## src/rtl/irqc_pkg.sv

```systemverilog
// Package: shared widths, register offsets and mode decode for the
// interrupt flag/enable controller. Assumes an 8-bit data bus with the
// top data bit reserved for summary / set-clear selection.
package irqc_pkg;
    localparam int ADDR_W  = 4;
    localparam int DATA_W  = 8;
    localparam int NUM_SRC = DATA_W - 1;

    localparam logic [ADDR_W-1:0] OFS_PORTB     = 4'h0;
    localparam logic [ADDR_W-1:0] OFS_PORTA     = 4'h1;
    localparam logic [ADDR_W-1:0] OFS_MODE      = 4'hC;
    localparam logic [ADDR_W-1:0] OFS_FLAGS     = 4'hD;
    localparam logic [ADDR_W-1:0] OFS_ENABLE    = 4'hE;
    localparam logic [ADDR_W-1:0] OFS_PORTA_RAW = 4'hF;

    // True when a port mode field selects single-flag clearing on access.
    function automatic logic single_clear_mode(input logic [2:0] fld);
        return (fld == 3'b001) || (fld == 3'b011);
    endfunction
endpackage

```

## src/rtl/irqc_flag_bank.sv

```systemverilog
// Flag bank: one sticky bit per interrupt source. Set pulses take
// priority over any clear arriving in the same cycle. Assumes set and
// clear inputs are already qualified single-cycle pulses.
module irqc_flag_bank #(
    parameter int NSRC = 7
) (
    input  logic            clk,
    input  logic            rst_n,
    input  logic [NSRC-1:0] set_i,
    input  logic [NSRC-1:0] clr_i,
    output logic [NSRC-1:0] flags_o
);
    for (genvar i = 0; i < NSRC; i++) begin : g_bit
        logic bit_q;

        // Hold one source flag: reset, set-first, then clear.
        always_ff @(posedge clk) begin
            if (!rst_n)        bit_q <= 1'b0;
            else if (set_i[i]) bit_q <= 1'b1;
            else if (clr_i[i]) bit_q <= 1'b0;
        end

        assign flags_o[i] = bit_q;


        set_wins_chk: assert property (@(posedge clk) disable iff (!rst_n)
            set_i[i] |=> flags_o[i]);

        clear_takes_chk: assert property (@(posedge clk) disable iff (!rst_n)
            (clr_i[i] && !set_i[i]) |=> !flags_o[i]);

        sticky_chk: assert property (@(posedge clk) disable iff (!rst_n)
            (flags_o[i] && !clr_i[i]) |=> flags_o[i]);
    end
endmodule

```

## src/rtl/irqc_enable_bank.sv

```systemverilog
// Enable bank: per-source enable bits updated by a single write whose
// top data bit selects set (1) or clear (0) of the marked bits.
// Assumes wr_i is already decoded for the enable register offset.
module irqc_enable_bank #(
    parameter int DATA_W = 8
) (
    input  logic              clk,
    input  logic              rst_n,
    input  logic              wr_i,
    input  logic [DATA_W-1:0] wdata_i,
    output logic [DATA_W-2:0] en_o
);
    localparam int NSRC = DATA_W - 1;

    logic [NSRC-1:0] en_q;
    logic [NSRC-1:0] mark;
    logic            set_sel;

    assign mark    = wdata_i[NSRC-1:0];
    assign set_sel = wdata_i[DATA_W-1];

    // Apply a set-or-clear write to the marked enable bits.
    always_ff @(posedge clk) begin
        if (!rst_n)      en_q <= '0;
        else if (wr_i) begin
            if (set_sel) en_q <= en_q | mark;
            else         en_q <= en_q & ~mark;
        end
    end

    assign en_o = en_q;


    en_set_chk: assert property (@(posedge clk) disable iff (!rst_n)
        (wr_i && set_sel) |=> ((en_o & $past(mark)) == $past(mark)));

    en_clr_chk: assert property (@(posedge clk) disable iff (!rst_n)
        (wr_i && !set_sel) |=> ((en_o & $past(mark)) == '0));

    en_hold_chk: assert property (@(posedge clk) disable iff (!rst_n)
        !wr_i |=> $stable(en_o));
endmodule

```

## src/rtl/irqc_port_ctrl.sv

```systemverilog
// Port mode register and port-access clear decode. An access (read or
// write) to a port data offset produces clear pulses for that port's
// two flags, or only the upper one when the port's mode field selects
// single-flag clearing. Assumes access_i is a one-cycle strobe.
module irqc_port_ctrl
    import irqc_pkg::*;
#(
    parameter int AW = 4,
    parameter int DW = 8
) (
    input  logic          clk,
    input  logic          rst_n,
    input  logic          mode_wr_i,
    input  logic [DW-1:0] wdata_i,
    input  logic          access_i,
    input  logic [AW-1:0] addr_i,
    output logic [DW-1:0] mode_o,
    output logic [DW-2:0] clr_o
);
    localparam int NSRC   = DW - 1;
    localparam int NPORTS = 2;

    logic [DW-1:0]   mode_q;
    logic [NSRC-1:0] port_mask [NPORTS];

    // Store the mode register on its write strobe.
    always_ff @(posedge clk) begin
        if (!rst_n)         mode_q <= '0;
        else if (mode_wr_i) mode_q <= wdata_i;
    end

    assign mode_o = mode_q;

    // Port 0 is port A (flags 0,1; field 3:1); port 1 is port B (flags 3,4; field 7:5).
    for (genvar p = 0; p < NPORTS; p++) begin : g_port
        localparam int LOW_BIT = (p == 0) ? 0 : 3;
        localparam int FLD_LSB = (p == 0) ? 1 : 5;

        logic hit;
        logic single;

        if (p == 0) begin : g_a
            assign hit = (addr_i == OFS_PORTA) || (addr_i == OFS_PORTA_RAW);
        end else begin : g_b
            assign hit = (addr_i == OFS_PORTB);
        end

        assign single = single_clear_mode(mode_q[FLD_LSB+2:FLD_LSB]);

        // Build this port's clear mask for the current access.
        always_comb begin
            port_mask[p] = '0;
            if (access_i && hit) begin
                port_mask[p][LOW_BIT+1] = 1'b1;
                port_mask[p][LOW_BIT]   = !single;
            end
        end
    end

    assign clr_o = port_mask[0] | port_mask[1];


    mode_hold_chk: assert property (@(posedge clk) disable iff (!rst_n)
        !mode_wr_i |=> $stable(mode_o));

    mode_load_chk: assert property (@(posedge clk) disable iff (!rst_n)
        mode_wr_i |=> (mode_o == $past(wdata_i)));
endmodule

```

## src/rtl/irq_flag_ctrl.sv

```systemverilog
// Top of the interrupt flag/enable controller. Decodes bus accesses,
// merges all clear sources, drives the read mux and registers the
// interrupt request. Assumes single-cycle read/write strobes and that
// registers at offsets it does not own are read by other blocks.
module irq_flag_ctrl
    import irqc_pkg::*;
#(
    parameter int AW = irqc_pkg::ADDR_W,
    parameter int DW = irqc_pkg::DATA_W
) (
    input  logic          clk,
    input  logic          rst_n,
    input  logic [AW-1:0] bus_addr,
    input  logic          bus_wr,
    input  logic          bus_rd,
    input  logic [DW-1:0] bus_wdata,
    output logic [DW-1:0] bus_rdata,
    input  logic [DW-2:0] src_set,
    input  logic [DW-2:0] src_clr,
    output logic          irq_out
);
    localparam int NSRC = DW - 1;

    logic            wr_flags;
    logic            wr_enable;
    logic            wr_mode;
    logic [NSRC-1:0] flags;
    logic [NSRC-1:0] enables;
    logic [DW-1:0]   mode;
    logic [NSRC-1:0] port_clr;
    logic [NSRC-1:0] write_clr;
    logic [NSRC-1:0] all_clr;
    logic            pending;
    logic            irq_q;

    assign wr_flags  = bus_wr && (bus_addr == OFS_FLAGS);
    assign wr_enable = bus_wr && (bus_addr == OFS_ENABLE);
    assign wr_mode   = bus_wr && (bus_addr == OFS_MODE);
    assign write_clr = wr_flags ? bus_wdata[NSRC-1:0] : '0;
    assign all_clr   = write_clr | port_clr | src_clr;

    irqc_port_ctrl #(.AW(AW), .DW(DW)) i_port_ctrl (
        .clk       (clk),
        .rst_n     (rst_n),
        .mode_wr_i (wr_mode),
        .wdata_i   (bus_wdata),
        .access_i  (bus_wr || bus_rd),
        .addr_i    (bus_addr),
        .mode_o    (mode),
        .clr_o     (port_clr)
    );

    irqc_flag_bank #(.NSRC(NSRC)) i_flags (
        .clk     (clk),
        .rst_n   (rst_n),
        .set_i   (src_set),
        .clr_i   (all_clr),
        .flags_o (flags)
    );

    irqc_enable_bank #(.DATA_W(DW)) i_enables (
        .clk     (clk),
        .rst_n   (rst_n),
        .wr_i    (wr_enable),
        .wdata_i (bus_wdata),
        .en_o    (enables)
    );

    assign pending = |(flags & enables);

    // Register the interrupt request from the current pending summary.
    always_ff @(posedge clk) begin
        if (!rst_n) irq_q <= 1'b0;
        else        irq_q <= pending;
    end

    assign irq_out = irq_q;

    // Select read data for the offsets owned by this block.
    always_comb begin
        case (bus_addr)
            OFS_FLAGS:  bus_rdata = {pending, flags};
            OFS_ENABLE: bus_rdata = {1'b1, enables};
            OFS_MODE:   bus_rdata = mode;
            default:    bus_rdata = '0;
        endcase
    end


    irq_rise_chk: assert property (@(posedge clk) disable iff (!rst_n)
        pending |=> irq_out);

    irq_fall_chk: assert property (@(posedge clk) disable iff (!rst_n)
        !pending |=> !irq_out);

    flag_write_clr_chk: assert property (@(posedge clk) disable iff (!rst_n)
        wr_flags |=> ((flags & $past(bus_wdata[NSRC-1:0]) & ~$past(src_set)) == '0));

    reset_state_chk: assert property (@(posedge clk)
        !rst_n |=> (flags == '0 && enables == '0 && mode == '0 && !irq_out));
endmodule

```

## config.mk

```make
export PLATFORM = sky130hd
export DESIGN_NAME = irq_flag_ctrl
export DESIGN_NICKNAME = d
export VERILOG_FILES = /design/src/rtl/irqc_pkg.sv /design/src/rtl/irqc_flag_bank.sv /design/src/rtl/irqc_enable_bank.sv /design/src/rtl/irqc_port_ctrl.sv /design/src/rtl/irq_flag_ctrl.sv
export SDC_FILE = /design/constraint.sdc
export NUM_CORES = 1
export LEC_CHECK = 0
export BUFFER_PORTS_ARGS = -buffer_cell sky130_fd_sc_hd__buf_2
export CORE_ASPECT_RATIO = 0.6
export CORE_UTILIZATION = 50
export DETAILED_ROUTE_END_ITERATION = 16
export PLACE_DENSITY = 0.76
export SETUP_SLACK_MARGIN = 0.2
export SLEW_MARGIN = 20
export SYNTH_ARGS = -nofsm -noshare
export SYNTH_HDL_FRONTEND = slang
export SYNTH_SLANG_ARGS = --single-unit
```

## constraint.sdc

```tcl
create_clock -name clk -period 1.7 [get_ports clk]
set_input_delay 0.255 -clock clk [delete_from_list [all_inputs] [get_ports clk]]
set_output_delay 0.255 -clock clk [all_outputs]
set_load 0.005 [all_outputs]
```

* Word-level counts from Yosys, hierarchy flattened
Index checks and enable logic that the tools add are counted.
** Word-level totals
- Input port bits :: 30
- Bits in registers :: 23
- Output and inout port bits :: 9
- Logic and storage cells :: 65
** Operators by class
- Equality and inequality tests :: 9
- Multiplexer cells :: 19
- Bitwise logic cells :: 7
- Reductions and logical operators :: 20
** Operator list (count)
- case mux 8 bit (3 select lines) :: 1
- OR 7 bit :: 3
- == test 4 bit, second input constant :: 4
- bitwise AND 7 bit :: 2
- 2-to-1 mux 1 bit :: 14
- 2-to-1 mux 7 bit :: 2
- nonzero test 2 bit :: 7
- inverter 7 bit :: 1
- OR reduction 7 bit :: 1
- == test 3 x 1 -> 1 bit, second input constant :: 2
- == test 3 x 2 -> 1 bit, second input constant :: 2
- logical AND 1 bit :: 5
- OR 2 x 5 -> 5 bit :: 1
- == test 4 x 1 -> 1 bit, second input constant :: 1
- zero test 4 bit :: 1
- logical OR 1 bit :: 4
- 2-to-1 mux 2 bit :: 2
- zero test 1 bit :: 2

* Longest topological paths before layout
Gate-level depths: netlist (run 1).
- Depth after elaboration :: 9
- Depth in mapped cells :: 4
- Gate-level depth less buffers :: 3

* Cells and area by module
A second synthesis (run 1) with hierarchy kept.
** Unflattened totals
- Cells, all modules :: 139
- Area, all modules :: 1280.0 um2
** By module, submodules not included
- irqc_port_ctrl :: times used 1, sequential area each 160.2 um2, area each 390.4 um2, cells an instance 39
- irq_flag_ctrl :: times used 1, sequential area each 20.0 um2, area each 326.6 um2, cells an instance 42
- irqc_flag_bank :: times used 1, sequential area each 140.1 um2, area each 289.0 um2, cells an instance 28
- irqc_enable_bank :: times used 1, sequential area each 140.1 um2, area each 274.0 um2, cells an instance 30

* Least setup slack after synthesis (run 1)
No wires, ideal clock.
- Path kind :: input to register
- Start :: input bus_addr[0]
- End :: register i_flags.g_bit[3].bit_q
- Arrival :: 1255 ps
- Setup slack :: 329 ps
- Setup time :: 116 ps
- Stages :: 3
- Buffers on the path :: 0
- Cell sequence :: or4_1 -> o311a_1 -> o211a_1
** On the way
- Word-level cells in the longest chain between the ends :: 7
- Elaborated cells between the ends (all ways) :: 10
- Those cells by class :: eq/ne: 1; mux: 2; bitwise: 3; reduce/logical: 4
** Ends and longest elaborated chain
- from (decl) :: RTL line irq_flag_ctrl.sv:13 : input logic [AW-1:0] bus_addr,
- zero test 4 bit :: RTL line irqc_port_ctrl.sv:45 : assign hit = (addr_i == OFS_PORTB);
- logical AND 1 bit :: RTL line irqc_port_ctrl.sv:53 : if (access_i && hit) begin
- 2-to-1 mux 2 bit :: RTL line irqc_port_ctrl.sv:53
- OR 2 x 5 -> 5 bit :: RTL line irqc_port_ctrl.sv:60 : assign clr_o = port_mask[0] | port_mask[1];
- OR 7 bit (*) (2 in series) :: RTL line irq_flag_ctrl.sv:40 : assign all_clr = write_clr | port_clr | src_clr;
- nonzero test 2 bit (no line) (*)
- to (signal assigned) :: RTL line irqc_flag_bank.sv:18 : if (!rst_n) bit_q <= 1'b0;
- to (signal assigned) :: RTL line irqc_flag_bank.sv:19 : else if (set_i[i]) bit_q <= 1'b1;
- to (signal assigned) :: RTL line irqc_flag_bank.sv:20 : else if (clr_i[i]) bit_q <= 1'b0;
- to (decl) :: RTL line irqc_flag_bank.sv:14 : logic bit_q;
Every way passes the cells marked *; elsewhere a longest branch is shown, timed or not.
A chain may end at the register's enable or synchronous reset.

* Worst setup path in the final report (run 1)
- Start :: register i_flags.g_bit[6].bit_q
- End :: output bus_rdata[7]
** On the way
- Word-level cells in the longest chain between the ends :: 3
** Ends and longest elaborated chain
- from (decl) :: RTL line irqc_flag_bank.sv:14
- from (signal assigned) :: RTL line irqc_flag_bank.sv:18
- from (signal assigned) :: RTL line irqc_flag_bank.sv:19
- from (signal assigned) :: RTL line irqc_flag_bank.sv:20
- bitwise AND 7 bit :: RTL line irq_flag_ctrl.sv:69 : assign pending = |(flags & enables);
- OR reduction 7 bit :: RTL line irq_flag_ctrl.sv:69
- case mux 8 bit (3 select lines) :: RTL line irq_flag_ctrl.sv:81 : case (bus_addr)
- to (decl) :: RTL line irq_flag_ctrl.sv:17 : output logic [DW-1:0] bus_rdata,
No other way between the ends.

==> out/qor.yml, run 1 <==
cells_and_area:
  register_area_um2: 463
  fillers: 171
  finalNonFillerCells: 225
  multi_input_area_um2: 747
  diodes: 0
  drive_gt1_share_pct: 29.7
  nets: 226
  area_growth_pct: 27.4
  utilization_pct: 70.8
route:
  ant_nets: 0
  drt_pass1_iterations: 4
  routed_wl_um: 3650
  drc: 0
  via_per_inst: 6.03
  num_vias: 1357
  routedWlPerCell_um: 16.2
  drtIter0Drc: 97
clocking:
  cts.reportedPaths.clkPinSlew_ns: 0.08
  cts_max_path_buffers: 2
  root_buffer: "clkbuf_8"
  cts.sinks: 23
  tritoncts: "yes"
  hold_buffers: 0
  h-tree-depth: 1
  numCtsBuffers: 3
  clock_latency_ns: 0.26
placed_design:
  portBuffers: 38
  post-place-cells: 218
  hpwl_um: 2590
  place_ws_ns: 0.148
  gp_congestion: 0.869
critical_path:
  r2r_start: "i_flags.g_bit[6].bit_q$_SDFFE_PN0P_"
  crit_path_max_fanout: 2
  rr_endpoint: "irq_out$_SDFF_PN0_"
  critPathKind: "flop to output pin"
  cp.required_ns: 1.44
  arrival_ns: 1.42
  reg2reg_setup_slack_ns: 0.46
  worstRegToRegCells: 4
  endpoint: "bus_rdata[7]"
  end_kind: "output pin"
  crit_path_start_kind: "flop"
  startpoint: "i_flags.g_bit[6].bit_q$_SDFFE_PN0P_"
logic_synthesis:
  ys_ff_latch: 23
  syn-num-nets: 182
  synth-seq-area-share_pct: 36.6
  synth.avg_cell_area_um2: 8.27
  netlist-cell-type-count: 33
  synth.most_common_cell: "dfxtp_1"
  synth_common_cells: "dfxtp_1, nand3_1, mux2i_1, nand2_1, o21ai_0"
  synthCells: 152
  synth_top_area_cell: "dfxtp_1"
  synth_top_area_share_pct: 36.6
  synthArstFlopShare_pct: 0
  synth_edf_count: 0
  ys_warn_count: 0
  synth_ff_type: "dfxtp_1"
  yosys-top-cells-area: "dfxtp_1, mux2i_1, nand3_1"
  synth_area_um2: 1260
sta:
  fmax_ghz: 0.595
  setup_violations: 0
  min_period_ns: 1.68
  timing.final.crit_share_pct: 98.8
  tightest_slew_ns: 0.379
  hold_viol_final: 0
  rsz0062_at_grt: "yes"
  worst_slack_ns: 0.0207
  fin_skew_ns: 0.00376
  setup_tns_ns: 0
  slew_violations: 0
  finalHoldWorstSlack_ns: 0.180
  maxSlewHeadroom_pct: 74.7
floorplan:
  dieHeight_um: 40.8
  num_rows: 13
  core-area_um2: 2260
  die_x_um: 66.7
  dieArea_um2: 2730
  start_util_pct: 55.6
  io-pin-count: 39
pwr:
  ir_drop_mv: 0.370
  p_per_area_nw_per_um2: 678
  p_leak_uw: 0.000735
global_routing:
  grt_max_degree: 22
  antenna_found_initial: 0
  grt_pass1_vias: 1104
  grt_usage_pct: 29.7
  overflow: 0
  grt_pass1_wl_um: 5600
hold_path:
  hold_path_class: "primary input to flop"
job:
  drv_cap: 0
run_status:
  outcome: "finished clean"
[kinds of logic (layout without fill, tap and decap cells)]
logic type | Yosys count | count (layout) | synth area share (%)
DFF | 23 | 23 | 36.6
muxes | 14 | 14 | 11.1
and+or+nand+nor | 54 | 54 | 21.0
AOI/OAI and AO/OA | 44 | 44 | 25.9
buffers and inverters | 17 | 60 | 5.37
[cell type report]
type	instances	share of cell area [%]
multi-input cells	112	46.6
flip-flops and latches	23	28.9
repair buffers	49	17.7
clock buffers	4	2.81
well taps	30	2.34
inverters	7	1.64
[stage by stage]
| stage | power (uW) | cell area (um2) |
|---|---|---|
| 2_1_floorplan | 660 | 1260 |
| 3_3_place_gp | 738 | 1500 |
| 3_5_place_dp | 741 | 1500 |
| 4_1_cts | 1080 | 1570 |
| 5_1_grt | 1140 | 1600 |
| 6_report | 1090 | 1600 |
[critical path, cell delays in order, from the launching register on]
cell and delay (ns):
dfxtp_2 0.33, a222oi_1 0.36, nand3_1 0.15, a41o_1 0.20, buf_2 0.12
[timing repair]
action | 4_1_cts | 5_1_grt
resized for setup | 2 | 7
buffers inserted | 3 | 0
setup endpoints to repair | 2 | 8
pin swaps | 3 | 0
endpoints found under the hold margin | 0 | 0
[worst min path at each step]
stage	cells past startpoint	slack, ns	to	start
after global routing	3	0.19	i_flags.g_bit[1].bit_q$_SDFFE_PN0P_	src_set[1]
after global placement	3	0.45	i_flags.g_bit[1].bit_q$_SDFFE_PN0P_	src_set[1]
after detailed placement	3	0.46	i_flags.g_bit[1].bit_q$_SDFFE_PN0P_	src_set[1]
final	3	0.18	i_flags.g_bit[1].bit_q$_SDFFE_PN0P_	src_set[1]
after CTS	3	0.18	i_flags.g_bit[1].bit_q$_SDFFE_PN0P_	src_set[1]
after floorplan	2	0.36	i_flags.g_bit[1].bit_q$_SDFFE_PN0P_	src_set[1]
[metal layers]
layer / GRT usage, % / vias to the layer above / part of all wire (%)
met5: 0 / - / 0
li1: - / 644 / -
met4: 4.26 / 0 / 0.57
met3: 6.94 / 5 / 10
met1: 42.1 / 638 / 45
met2: 47.0 / 70 / 45
[power by group]
part	switching, uW	total [uW]	leakage [uW]	internal [uW]
combinational	95.0	178	0.000524	82.7
sequential	14.5	569	0.000188	554
clock	171	339	0.0000228	167
total	281	1090	0.000735	804
[cells in the final DEF (no fill, tap or decap), drive strengths merged, types with 2 or more instances in the layout]
master   count
and3         2
nor2        10
o21a         3
clkbuf       5
a21boi       8
mux2i       14
nor2b        4
nand2       12
inv          7
a21oi        2
nand3       18
dfxtp       23
a311oi       3
a2bb2oi      7
a22oi        2
o21ai       11
buf         48
(Power assumes the default switching activity.)
==> run 2: changes to the inputs <==
--- a/config.mk
+++ b/config.mk
@@ -7,9 +7,9 @@
 export LEC_CHECK = 0
 export BUFFER_PORTS_ARGS = -buffer_cell sky130_fd_sc_hd__buf_2
 export CORE_ASPECT_RATIO = 0.6
-export CORE_UTILIZATION = 50
+export CORE_UTILIZATION = 45
 export DETAILED_ROUTE_END_ITERATION = 16
-export PLACE_DENSITY = 0.76
+export PLACE_DENSITY = 0.72
 export SETUP_SLACK_MARGIN = 0.2
 export SLEW_MARGIN = 20
 export SYNTH_ARGS = -nofsm -noshare
==> constraint.sdc (replaced) <==
create_clock -name clk -period 1.5 [get_ports clk]
set_input_delay 0.225 -clock clk [delete_from_list [all_inputs] [get_ports clk]]
set_output_delay 0.225 -clock clk [all_outputs]
set_load 0.005 [all_outputs]
==> run 2 against run 1 <==
The flow now finishes with violations (negative setup slack). Power rose by 17%. Global-route usage fell by 3.2 points. Wire length up 2.7%. Highest routed layer unchanged. Combinational power grew 29%. Clock power up 17%. Flip-flop and latch count is the same. Register-to-register slack got worse by 0.21 ns. Via count increased by 0.81%. Sequential share of layout area is 1.8 points lower. Non-clock buffer count grew 7. Worst hold slack got worse by 0.029 ns.
==> out/qor.yml, run 2 (synthesis gave the netlist of run 1 again) <==
critical_path:
  r2r_start: "i_flags.g_bit[6].bit_q$_SDFFE_PN0P_"
  worstPathCellList: "a222oi_1, nand3_1, a41o_1, buf_2"
  critPathMaxStageDelay_ns: 0.37
  cp.required_ns: 1.27
  startpoint: "i_flags.g_bit[6].bit_q$_SDFFE_PN0P_"
  critPathKind: "flop to output pin"
  crit_path_start_kind: "flop"
  end_kind: "output pin"
  cp_slowest_cell: "a222oi_1"
  arrival_ns: 1.44
  crit_path_max_fanout: 2
cells_and_area:
  nets: 233
  register_area_um2: 470
  fillers: 199
  final_common_cell: "buf_2"
  diodes: 0
  area_growth_pct: 37.9
  final_area_um2: 1730
  layout_common_cells: "buf_2, nand3_1, dfxtp_1"
  drive_gt1_share_pct: 37.6
  multi_input_area_um2: 773
route:
  drt_pass1_iterations: 4
  via_per_inst: 5.85
  drtIter0Drc: 100
  num_vias: 1368
  drc: 0
  ant_nets: 0
  routedWlPerCell_um: 16.0
  routed_wl_um: 3750
floorplan:
  dieArea_um2: 3020
  die_x_um: 70.2
  io-pin-count: 39
  core-area_um2: 2570
  dieHeight_um: 42.9
  start_util_pct: 48.8
  num_rows: 14
clocking:
  hold_buffers: 0
  tritoncts: "yes"
  h-tree-depth: 1
  cts.sinks: 23
  cts_max_path_buffers: 2
  cts.reportedPaths.clkPinSlew_ns: 0.08
  root_buffer: "clkbuf_8"
  clock_latency_ns: 0.27
  numCtsBuffers: 3
sta:
  setup_tns_ns: -0.168
  rsz0062_at_grt: "yes"
  finalHoldWorstSlack_ns: 0.151
  fmax_ghz: 0.599
  setup_violations: 1
  hold_viol_final: 0
  tightest_slew_ns: 0.340
  worst_slack_ns: -0.168
  slew_violations: 0
  timing.final.crit_share_pct: 111
  min_period_ns: 1.67
  maxSlewHeadroom_pct: 77.4
  fin_skew_ns: 0.00523
global_routing:
  grt_usage_pct: 26.4
  overflow: 0
  grt_max_degree: 22
  grt_pass1_wl_um: 5980
  antenna_found_initial: 0
  grt_pass1_vias: 1223
pwr:
  power_frac_comb_pct: 18.0
  p_leak_uw: 0.000785
  switching_share_pct: 26.6
  total_power_uw: 1270
  power_frac_clock_pct: 31.3
  pwr-share-seq_pct: 50.7
  p_sw_uw: 339
  ir_drop_mv: 0.568
  internal-power_uw: 934
  p_per_area_nw_per_um2: 734
placed_design:
  place_area_um2: 1560
  portBuffers: 38
  gp_congestion: 0.837
  hpwl_um: 2670
hold_path:
  hold_path_startpoint: "src_set[1]"
  hold_path_class: "primary input to flop"
run_status:
  outcome: "finished, violations left"
  failed_checks: "negative setup slack"
job:
  drv_cap: 0
run 2: cell count changes in the layout (fill, tap and decap cells not counted), sizes merged:
cell and delta:
buf +8, clkbuf -1
run 2: worst max-delay path: cells and delay by family (launching register included):
family          cells  cell delay [ns]
compound gates      2             0.57
buf+inv             1             0.12
flops               1             0.33
simple gates        1             0.16
run 2: what timing repair did:
item / in CTS / in global routing
resized for setup: 24 / 2
pin swaps: 4 / 2
setup buffers: 5 / 0
endpoints found under the setup margin: 8 / 8
run 2: power by group through the flow:
stage	Clock (uW)	Combinational, uW	Sequential, uW
floorplan	0	97.6	651
global placement	0	192	656
detailed placement	0	197	657
CTS	409	224	644
global route	437	248	646
finish	398	230	645
run 2: final timing paths:
kind	cells past startpoint	endpoint	slack (ns)
min	3	i_flags.g_bit[1].bit_q$_SDFFE_PN0P_	0.15
max	4	bus_rdata[7]	-0.17
min reg2reg	2	flop	0.48
max reg2reg	4	irq_out$_SDFF_PN0_	0.25
run 2: metal layers:
metal	share of wire, %	wire (um)	GRT usage, %	up-vias
met3	9.8	369	6.89	2
met1	47	1750	37.6	639
met5	0	0	0	-
met2	43	1620	39.2	69
met4	0.21	8	7.60	0
li1	-	-	-	658
run 2: stage by stage:
step / utilization [%] / std cells / setup slack [ns]
after floorplan: - / 152 / 0.173
after CTS: 67.0 / 234 / -0.178
after detailed placement: 60.6 / 225 / 0.0292
final: 67.3 / 234 / -0.168
after global placement: 60.6 / 225 / 0.0447
after global routing: 67.3 / 234 / -0.208
run 2: cell type report:
class	instances	area share [%]
Multi-Input combinational cell	112	44.6
Tap cell	32	2.31
Sequential cell	23	27.1
Timing Repair Buffer	56	21.9
Inverter	7	1.52
Clock buffer	4	2.60
==> run 3: changes to the inputs <==
--- a/config.mk
+++ b/config.mk
@@ -7,9 +7,9 @@
 export LEC_CHECK = 0
 export BUFFER_PORTS_ARGS = -buffer_cell sky130_fd_sc_hd__buf_2
 export CORE_ASPECT_RATIO = 0.6
-export CORE_UTILIZATION = 45
+export CORE_UTILIZATION = 50
 export DETAILED_ROUTE_END_ITERATION = 16
-export PLACE_DENSITY = 0.72
+export PLACE_DENSITY = 0.76
 export SETUP_SLACK_MARGIN = 0.2
 export SLEW_MARGIN = 20
 export SYNTH_ARGS = -nofsm -noshare
==> constraint.sdc (replaced) <==
create_clock -name clk -period 1.8 [get_ports clk]
set_input_delay 0.27 -clock clk [delete_from_list [all_inputs] [get_ports clk]]
set_output_delay 0.27 -clock clk [all_outputs]
set_load 0.005 [all_outputs]
==> run 3 against run 2 <==
The flow now finishes without violations. Critical path depth unchanged. Power decreased by 20%. First-iteration DRC count increased by 19%. Sequential share of layout area increased by 1.5 points. Core utilization increased by 4.2 points. Wire length decreased by 4.6%. Clock power decreased by 19%. Flip-flop and latch count unchanged. Via count decreased by 2.3%. Worst hold slack improved by 0.040 ns. Combinational power decreased by 29%. Largest cell class unchanged.
==> out/qor.yml, run 3 (synthesis gave the netlist of run 1 again) <==
run_status:
  outcome: "finished clean"
cells_and_area:
  utilization_pct: 71.6
  multi_input_area_um2: 741
  final_area_um2: 1620
  area_growth_pct: 28.7
  fillers: 181
  nets: 228
  diodes: 0
  final_common_cell: "buf_2"
  layout_common_cells: "buf_2, dfxtp_1, nand3_1"
  register_area_um2: 463
  drive_gt1_share_pct: 30.5
critical_path:
  path_delay_family: "compound AO/OA/AOI/OAI gates"
  critPathMaxStageDelay_ns: 0.39
  arrival_ns: 1.48
  worstPathCellList: "a222oi_1, nand3_1, a41o_1, buf_2"
  end_kind: "output pin"
  cp.required_ns: 1.53
  crit_path_max_fanout: 3
  crit_path_start_kind: "flop"
  critPathBufInv: 1
  critPathKind: "flop to output pin"
  cp_slowest_cell: "a222oi_1"
placed_design:
  portBuffers: 38
  hpwl_um: 2610
  gp_congestion: 0.897
  place_area_um2: 1500
global_routing:
  grt_pass1_wl_um: 5420
  use_met1_pct: 40.5
  grt_util_met2_pct: 43.9
  grt_pass1_vias: 1118
  busiest_layer: "met2"
  antenna_found_initial: 0
  grt_max_degree: 22
  grt_util_met3_pct: 7.50
  grt_usage_pct: 28.7
  overflow: 0
floorplan:
  num_rows: 13
  core-area_um2: 2260
  dieHeight_um: 40.8
  io-pin-count: 39
  dieArea_um2: 2730
  die_x_um: 66.7
  start_util_pct: 55.6
pwr:
  p_per_area_nw_per_um2: 633
  internal-power_uw: 757
  switching_share_pct: 26.1
  power_frac_comb_pct: 16.0
  p_sw_uw: 267
  power_frac_clock_pct: 31.6
  ir_drop_mv: 0.601
  pwr-share-seq_pct: 52.4
  total_power_uw: 1020
  p_leak_uw: 0.000747
clocking:
  tritoncts: "yes"
  cts.sinks: 23
  root_buffer: "clkbuf_8"
  cts_max_path_buffers: 2
  numCtsBuffers: 3
  cts.reportedPaths.clkPinSlew_ns: 0.08
  clock_latency_ns: 0.27
  h-tree-depth: 1
hold_path:
  hold_path_class: "primary input to flop"
sta:
  timing.final.crit_share_pct: 97.4
  min_period_ns: 1.75
  tightest_slew_ns: 0.353
  setup_violations: 0
  hold_viol_final: 0
  rsz0062_at_grt: "yes"
  maxSlewHeadroom_pct: 76.5
  fmax_ghz: 0.571
  slew_violations: 0
  fin_skew_ns: 0.00706
route:
  ant_nets: 0
  drt_pass1_iterations: 4
  via_per_inst: 5.89
  routedWlPerCell_um: 15.8
  routed_wl_um: 3580
  drc: 0
  drtIter0Drc: 119
  num_vias: 1337
job:
  drv_cap: 0
## run 3: path summary, 6_finish.rpt
| path | from | endpoint | slack, ns | cells after the start |
|---|---|---|---|---|
| setup / recovery | flop | bus_rdata[7] | 0.05 | 4 |
| hold / removal | src_set[1] | i_flags.g_bit[1].bit_q$_SDFFE_PN0P_ | 0.19 | 3 |
| setup reg to reg | flop | irq_out$_SDFF_PN0_ | 0.10 | 8 |
| hold reg to reg | flop | flop | 0.48 | 2 |
## run 3: area by class of cell
type | instances | share of cell area (%)
tap | 30 | 2.32
clock buffer | 4 | 2.78
sequential | 23 | 28.6
multi-input combinational | 112 | 45.8
timing repair buffer | 51 | 18.9
inverter | 7 | 1.62
## run 3: metrics by stage
stage | setup TNS [ns] | hold WS, ns | setup WS, ns | std cells
after detailed placement | 0 | 0.469 | 0.195 | 218
after global routing | -0.0110 | 0.208 | -0.0110 | 227
final | 0 | 0.191 | 0.0477 | 227
after floorplan | 0 | 0.378 | 0.414 | 152
after CTS | 0 | 0.193 | 0.0621 | 227
after global placement | 0 | 0.467 | 0.218 | 218
## run 3: routing by layer
layer  vias up  share of wire, %
met1       631                48
met2        57                44
met4         0              0.36
met3         2               7.5
met5         -                 0
li1        647                 -
## run 3: what timing repair did
| item | in CTS | in global routing |
|---|---|---|
| setup endpoints to repair | 1 | 4 |
| pin swaps | 3 | 2 |
| hold buffers | 0 | 0 |
| setup buffers | 5 | 0 |
| gates resized for setup | 1 | 9 |
## run 3: tightest hold or removal path: stages
cell	delay (ns)
buf_2	0.07
nand2_1	0.04
o31ai_1	0.05
## run 3: power groups by stage
stage | clock network, uW | logic, uW | registers, uW
after floorplan | 0 | 80.8 | 542
after global placement | 0 | 149 | 547
after detailed placement | 0 | 153 | 548
after CTS | 328 | 156 | 536
after global routing | 347 | 177 | 538
final | 324 | 163 | 537
